--- src/rtl/fieldSeqPkg.sv ---
`timescale 1ns/1ps
package fieldSeqPkg;
  localparam int SEL_W     = 5;
  localparam int NUM_SLOTS = 7;
  localparam int SLOTS_A   = 5;
  localparam int CNT_W     = 3;
  localparam int POS_W     = CNT_W;
  localparam int ADDR_W    = 2;
  localparam int DATA_W    = SLOTS_A * SEL_W;

  localparam logic [ADDR_W-1:0] ADDR_COUNT  = 2'd0;
  localparam logic [ADDR_W-1:0] ADDR_LIST_A = 2'd1;
  localparam logic [ADDR_W-1:0] ADDR_LIST_B = 2'd2;

  typedef enum logic [1:0] {
    ARM_IDLE   = 2'd0,
    ARM_FIRST  = 2'd1,
    ARM_SECOND = 2'd2
  } armState_t;

  typedef struct packed {
    logic wrCount;
    logic wrListA;
    logic wrListB;
    logic toActive;
    logic commit;
    logic advance;
    logic resetPos;
  } seqCtrl_t;

  function automatic logic [CNT_W-1:0] effCount(input logic [CNT_W-1:0] raw);
    return (raw == '0) ? CNT_W'(1) : raw;
  endfunction
endpackage

--- src/rtl/fieldSeqCtrl.sv ---
`timescale 1ns/1ps
module fieldSeqCtrl
  import fieldSeqPkg::*;
#(
  parameter int ADDR_BITS = ADDR_W
) (
  input  logic                 clk,
  input  logic                 rstN,
  input  logic                 wrEn,
  input  logic [ADDR_BITS-1:0] wrAddr,
  input  logic                 vd,
  input  logic                 vdSyncMode,
  output seqCtrl_t             strb
);
  logic      vdPrev;
  logic      vdFall;
  armState_t armState;
  logic      pendReset;
  logic      hitCount, hitListA, hitListB, anyWrite, syncWrite, commitNow;

  always_comb begin
    vdFall    = vdPrev & ~vd;
    hitCount  = wrEn && (wrAddr == ADDR_BITS'(ADDR_COUNT));
    hitListA  = wrEn && (wrAddr == ADDR_BITS'(ADDR_LIST_A));
    hitListB  = wrEn && (wrAddr == ADDR_BITS'(ADDR_LIST_B));
    anyWrite  = hitCount | hitListA | hitListB;
    syncWrite = anyWrite & vdSyncMode;
    commitNow = vdFall && (armState == ARM_SECOND);

    strb.wrCount  = hitCount;
    strb.wrListA  = hitListA;
    strb.wrListB  = hitListB;
    strb.toActive = anyWrite & ~vdSyncMode;
    strb.commit   = commitNow;
    strb.resetPos = (hitListB & ~vdSyncMode) | (commitNow & pendReset);
    strb.advance  = vdFall & ~strb.resetPos;
  end

  always_ff @(posedge clk or negedge rstN) begin
    if (!rstN) begin
      vdPrev    <= 1'b0;
      armState  <= ARM_IDLE;
      pendReset <= 1'b0;
    end else begin
      vdPrev <= vd;
      if (syncWrite) begin
        armState  <= ARM_FIRST;
        pendReset <= hitListB | (pendReset && (armState != ARM_IDLE) && !commitNow);
      end else if (vdFall) begin
        unique case (armState)
          ARM_FIRST:  armState <= ARM_SECOND;
          ARM_SECOND: begin
            armState  <= ARM_IDLE;
            pendReset <= 1'b0;
          end
          default:    armState <= ARM_IDLE;
        endcase
      end
    end
  end
endmodule

--- src/rtl/fieldSeqData.sv ---
`timescale 1ns/1ps
module fieldSeqData
  import fieldSeqPkg::*;
#(
  parameter int SEL_BITS  = SEL_W,
  parameter int SLOTS     = NUM_SLOTS,
  parameter int FIRST_REG = SLOTS_A,
  parameter int CNT_BITS  = CNT_W,
  parameter int DATA_BITS = DATA_W
) (
  input  logic                 clk,
  input  logic                 rstN,
  input  seqCtrl_t             strb,
  input  logic [DATA_BITS-1:0] wrData,
  output logic [SEL_BITS-1:0]  fieldIdx,
  output logic                 fieldChange,
  output logic [CNT_BITS-1:0]  curPos
);
  localparam int MUX_N = 1 << CNT_BITS;

  logic [CNT_BITS-1:0] pendCount, actCount, nextLen;
  logic [CNT_BITS:0]   posInc;
  logic [SEL_BITS-1:0] selMux [MUX_N];

  for (genvar slot = 0; slot < MUX_N; slot++) begin : slotGen
    if (slot < SLOTS) begin : live
      localparam bool_inA = (slot < FIRST_REG);
      localparam int  LSB = bool_inA ? slot * SEL_BITS : (slot - FIRST_REG) * SEL_BITS;
      logic                hit;
      logic [SEL_BITS-1:0] pendQ, actQ;
      assign hit = bool_inA ? strb.wrListA : strb.wrListB;
      always_ff @(posedge clk or negedge rstN) begin
        if (!rstN) begin
          pendQ <= '0;
          actQ  <= '0;
        end else begin
          if (hit) pendQ <= wrData[LSB +: SEL_BITS];
          if (hit && strb.toActive) actQ <= wrData[LSB +: SEL_BITS];
          else if (strb.commit)     actQ <= pendQ;
        end
      end
      assign selMux[slot] = actQ;
    end else begin : spare
      assign selMux[slot] = '0;
    end
  end

  always_ff @(posedge clk or negedge rstN) begin
    if (!rstN) begin
      pendCount <= CNT_BITS'(1);
      actCount  <= CNT_BITS'(1);
    end else begin
      if (strb.wrCount) pendCount <= wrData[CNT_BITS-1:0];
      if (strb.wrCount && strb.toActive) actCount <= wrData[CNT_BITS-1:0];
      else if (strb.commit)              actCount <= pendCount;
    end
  end

  always_comb begin
    nextLen = effCount(strb.commit ? pendCount : actCount);
    posInc  = {1'b0, curPos} + 1'b1;
  end

  always_ff @(posedge clk or negedge rstN) begin
    if (!rstN) begin
      curPos      <= '0;
      fieldChange <= 1'b0;
    end else begin
      fieldChange <= strb.resetPos | strb.advance;
      if (strb.resetPos)     curPos <= '0;
      else if (strb.advance) curPos <= (posInc >= {1'b0, nextLen}) ? '0 : posInc[CNT_BITS-1:0];
    end
  end

  assign fieldIdx = selMux[curPos];
endmodule

--- src/rtl/fieldSequencer.sv ---
`timescale 1ns/1ps
module fieldSequencer
  import fieldSeqPkg::*;
(
  input  logic              clk,
  input  logic              rstN,
  input  logic              wrEn,
  input  logic [ADDR_W-1:0] wrAddr,
  input  logic [DATA_W-1:0] wrData,
  input  logic              vd,
  input  logic              vdSyncMode,
  output logic [SEL_W-1:0]  fieldIdx,
  output logic              fieldChange
);
  seqCtrl_t         strb;
  logic [POS_W-1:0] curPos;

  fieldSeqCtrl #(.ADDR_BITS(ADDR_W)) ctrl (
    .clk(clk), .rstN(rstN), .wrEn(wrEn), .wrAddr(wrAddr),
    .vd(vd), .vdSyncMode(vdSyncMode), .strb(strb)
  );

  fieldSeqData #(
    .SEL_BITS(SEL_W), .SLOTS(NUM_SLOTS), .FIRST_REG(SLOTS_A),
    .CNT_BITS(CNT_W), .DATA_BITS(DATA_W)
  ) data (
    .clk(clk), .rstN(rstN), .strb(strb), .wrData(wrData),
    .fieldIdx(fieldIdx), .fieldChange(fieldChange), .curPos(curPos)
  );
endmodule

--- config.mk ---
export PLATFORM = sky130hd
export DESIGN_NAME = fieldSequencer
export DESIGN_NICKNAME = d
export VERILOG_FILES = /design/src/rtl/fieldSeqPkg.sv /design/src/rtl/fieldSeqCtrl.sv /design/src/rtl/fieldSeqData.sv /design/src/rtl/fieldSequencer.sv
export SDC_FILE = /design/constraint.sdc
export NUM_CORES = 1
export LEC_CHECK = 0
export BUFFER_PORTS_ARGS = -buffer_cell sky130_fd_sc_hd__buf_2
export CAP_MARGIN = 20
export CORE_MARGIN = 2
export CORE_UTILIZATION = 50
export DETAILED_ROUTE_END_ITERATION = 12
export GPL_ROUTABILITY_DRIVEN = 0
export HOLD_SLACK_MARGIN = 0.12
export MAX_ROUTING_LAYER = met4
export PLACE_DENSITY = 0.71
export SYNTH_ARGS = -nofsm -noshare
export SYNTH_HDL_FRONTEND = slang
export SYNTH_SLANG_ARGS = --single-unit
--- constraint.sdc ---
create_clock -name clk -period 5.23 [get_ports clk]
set_input_delay 0.7845 -clock clk [delete_from_list [all_inputs] [get_ports clk]]
set_output_delay 0.7845 -clock clk [all_outputs]
set_load 0.1 [all_outputs]
### Word-level counts from Yosys, hierarchy flattened

Cells that the tools add are included.

* register bits after elaboration: 84
* input port bits: 32
* output and inout port bits: 6
* word-level logic and storage cells: 91

* add/subtract/negate cells: 1
* $lt $le $gt $ge: 2
* equal/unequal tests: 4
* multiplexer cells: 29
* bitwise logic cells: 15
* reductions and logical operators: 19

Operator list (count)
* 5-bit two-way mux: 16
* 3-bit two-way mux: 6
* 5-bit binary-select mux with 3-bit select: 1
* 2-bit nonzero test: 6
* 1-bit logical AND: 9
* 1-bit AND: 6
* 2-bit two-way mux: 3
* 1-bit OR: 5
* 3-bit by 1-bit adder with 4-bit output (second input constant): 1
* 2-bit by 1-bit == test with 1-bit output (second input constant): 2
* 2-bit == test (second input constant): 2
* 4-bit by 3-bit >= comparator with 1-bit output: 1
* 4-bit >= comparator (second input constant): 1
* 3-bit inverter with 4-bit output: 1
* 3-bit logical NOT: 1
* 1-bit two-way mux: 3
* 1-bit inverter: 3
* 2-bit logical NOT: 1
* 2-bit AND reduction: 1
* 1-bit logical NOT: 1

### Depth between registers and ports, before layout

* depth after elaboration: 10
* depth in mapped cells: 11
* mapped depth without buffers: 9

### Modules after synthesis

Synthesis repeated with hierarchy kept, for this count alone.

* cells, all modules: 333
* area total of the unflattened synthesis: 4008.8 um^2

Modules (own cells, without submodules)
* fieldSeqData: times used 1, cells each 305, area an instance 3731.1 um^2, seq. area each 2004.4 um^2
* fieldSeqCtrl: times used 1, cells each 28, area an instance 277.8 um^2, seq. area each 100.1 um^2

### Least setup slack after synthesis

OpenSTA, ideal clock, no wires.

* path kind: register -> output
* start point: register data.curPos[0]
* end point: output fieldIdx[0]
* data arrival time: 2570 ps
* data required time: 4445 ps
* slack: 1876 ps
* cell stages (with the launch flop): 5
* cell sequence: dfrtp_1 buf_2 nor2b_1 a21oi_1 a21oi_1

* cells in the longest elaborated chain, start to end: 4

RTL lines
* start, declared: line fieldSeqData.sv:17 `output logic [CNT_BITS-1:0] curPos`
* start signal, assigned: line fieldSeqData.sv:71 `else if (strb.advance) curPos <= (posInc >= {1'b0, nextLen}) ? '0 : posInc[CNT_BITS-1:0];`
* 3-bit inverter with 4-bit output (implied by the code): line fieldSeqData.sv:75 `assign fieldIdx = selMux[curPos];`
* 5-bit binary-select mux with 3-bit select: line fieldSeqData.sv:75
* 5-bit two-way mux (implied by the code) (2 in a row): line fieldSeqData.sv:75
* end, declared: line fieldSequencer.sv:12 `output logic [SEL_W-1:0] fieldIdx,`

Every way passes these cells. The select of a mux whose other input is x is not followed.

### Worst setup path after layout

* start point: register data.curPos[0]
* end point: output fieldIdx[2]

The elaborated chain is that of the path after synthesis.

==> impl_metrics.json <==
{
  "status": "finished, final reports clean",
  "wirelength_um": 7670,
  "power_density_nw_per_um2": 498,
  "syn-instance-count": 328,
  "fin_crit_sh_pct": 60.8,
  "netlist_area_um2": 3910,
  "worstReg2RegStart": "ctrl.armState[0]",
  "period_needed_ns": 3.18,
  "synth_edf_count": 0,
  "stdcell_area_um2": 4440,
  "cpMaxStageDelayCell": "dfrtp_1",
  "grt.total_usage_pct": 20.1,
  "cp-start-kind": "flop",
  "cts.sinks": 84,
  "place_ws_ns": 2.17,
  "cts.path.max_buffers": 2,
  "postCtsHoldBufs": 0,
  "cp_cell_sequence": "nor2b_1 -> a21oi_1 -> a21oi_1 -> buf_2",
  "antenna_found_initial": 0,
  "fillers": 642,
  "grt-ovfl-total": 0,
  "total_power_uw": 2210,
  "synth_top_area_share_pct": 52.5,
  "ys_ff_latch": 84,
  "cp.arrival_ns": 2.39,
  "final_layout_size_suffix_gt1_share_pct": 29.1,
  "numPortBuffers": 37,
  "design.die.area_um2": 8540,
  "dp_hpwl_um": 4950,
  "power.leakage_uw": 0.00184,
  "worstSetupPathType": "flop to output pin",
  "core-area_um2": 7650,
  "vias": 2552,
  "setup_viol": 0,
  "grt_max_degree": 85,
  "cp_max_fo": 16,
  "syn-mean-instance-area_um2": 11.9,
  "cts_setup_buffers": 0,
  "yosysMostFrequentCell": "dfrtp_1",
  "ios": 38,
  "postPlaceCellArea_um2": 4160,
  "start_util_pct": 51.1,
  "grt_pass1_wl_um": 12900,
  "finClkSkew_ns": 0.00548,
  "drc": 0,
  "insertedDiodeCount": 0,
  "setup_ws_ns": 2.05,
  "r2r_cells": 9,
  "first_iter_violations": 142,
  "rows": 32,
  "cts_resized": 0,
  "crit_top_cell": "a21oi_1",
  "worstMarginPinSlew_ns": 0.823,
  "synth_area_leaders": "dfrtp_1 (53%), mux2i_1 (11%), mux2_2 (11%)",
  "path_clk_slew_ns": 0.08,
  "synth-main-ff-cell": "dfrtp_1",
  "hold_class": "primary input to asynchronous set/reset pin",
  "synth_nets": 364,
  "nNetsFinal": 399,
  "setup-tns-final_ns": 0,
  "die_y_um": 92.4,
  "max_slew_margin_pct": 44.9,
  "cts_root_buf": "clkbuf_8",
  "die-width_um": 92.4,
  "end_kind": "output pin",
  "yosys.area.top_type": "dfrtp_1",
  "required_ns": 4.45,
  "peakVddDrop_mv": 0.227,
  "cts_made_buffers": 9,
  "multi_input_comb_area_um2": 1690,
  "ys_warn_count": 0,
  "ant_nets": 0,
  "grt_pass1_vias": 2472,
  "drtPass1Iterations": 4,
  "tritoncts": "done",
  "r2r_setup_slack_ns": 2.68,
  "finalHoldViolCount": 0,
  "ys_seq_area_share_pct": 53.9,
  "max_freq_mhz": 315,
  "register_area_um2": 2100,
  "syn2layout_area_growth_pct": 13.5,
  "maxCapViolCount": 0,
  "synth_cell_type_count": 32,
  "timing.hold.ws_ns": 0.393,
  "cts_htree_levels": 3,
  "slew_violations": 0,
  "critPathMaxStageDelay_ns": 0.78,
  "vias_per_cell": 5.43,
  "clk_latency_ns": 0.35,
  "reg2reg_to": "data.curPos[0]",
  "rsz0062_at_grt": "no",
  "async_reset_ff_share_pct": 100,
  "ys_top_cells_by_count": "dfrtp_1 (82), mux2i_1 (43), nand2_1 (41)",
  "wl_per_cell_um": 16.3
}
through the flow:
stage          util, %  cells
2_1_floorplan        -    328
3_3_place_gp      54.4    453
3_5_place_dp      54.4    453
4_1_cts           57.6    469
5_1_grt           58.0    470
6_report          58.0    470
final cells by class:
| type | instances | share of cell area (%) |
|---|---|---|
| Clock buffer | 10 | 3.10 |
| Multi-Input combinational cell | 222 | 38.2 |
| Inverter | 4 | 0.339 |
| Tap cell | 102 | 2.88 |
| Timing Repair Buffer | 42 | 5.53 |
| Sequential cell | 84 | 47.4 |
| Clock inverter | 6 | 2.51 |
state kept, by name, indices dropped and copies added (netlist names):
signal / flops
data.curPos: 3
ctrl.armState: 2
data.pendCount: 3
data.fieldChange: 1
ctrl.vdPrev: 1
data.slotGen.live.actQ: 35
data.slotGen.live.pendQ: 35
data.actCount: 3
ctrl.pendReset: 1
how the worst max path moves through the flow:
stage | start | depth (start not counted) | endpoint | slack [ns]
after global routing | data.curPos[0] | 4 | fieldIdx[2] | 1.78
after CTS | data.curPos[0] | 4 | fieldIdx[3] | 1.98
final | data.curPos[0] | 4 | fieldIdx[2] | 2.05
after global placement | vd | 10 | data.curPos[2] | 2.24
after detailed placement | vd | 10 | data.curPos[2] | 2.17
after floorplan | data.curPos[0] | 4 | fieldIdx[0] | 1.88
report_power, final:
part           internal, µW  total, µW  switching, µW  leakage (µW)
logic                   242        710            468      0.000701
registers               807        937            129       0.00102
clock network           330        564            234      0.000122
total                  1380       2210            831       0.00184
placed cells by master (no fill, tap or decap), types with 2 or more instances in the layout:
cell       count
nand2_1       41
dfstp_2        2
nand3_1        2
o21ai_0       38
inv_1          4
buf_2         36
mux2i_1       43
a21oi_1       14
mux4_2         5
nand3b_1       2
ha_1           4
nand2b_1       2
nor3b_1        2
mux2_2        38
dfrtp_1       82
nor2_1        15
bufinv_16      3
buf_4          5
clkbuf_8      10
a31oi_1        2
worst max-delay path, delay by kind of cell (launching register included):
family | cells | cell delay, ns
simple gates | 1 | 0.47
compound gates | 2 | 0.35
flops | 1 | 0.78
buf+inv | 1 | 0.46
cell families after synthesis:
family / Yosys count / synth area share (%)
AOI/OAI and AO/OA: 60 / 8.77
xor gates and xnor gates: 1 / 0.224
adders and majority gates: 4 / 1.28
buffers and inverters: 22 / 3.01
DFF: 84 / 53.9
muxes: 86 / 24.8
and+or+nand+nor: 71 / 8.01
metal layers:
layer	GRT usage [%]	vias up	share of wire, %
met5	-	-	0
met2	28.6	53	46
met3	4.39	5	4.1
li1	-	1235	-
met1	29.0	1259	49
met4	6.34	0	1.1
Note: power is estimated with default switching activity, not from simulation.
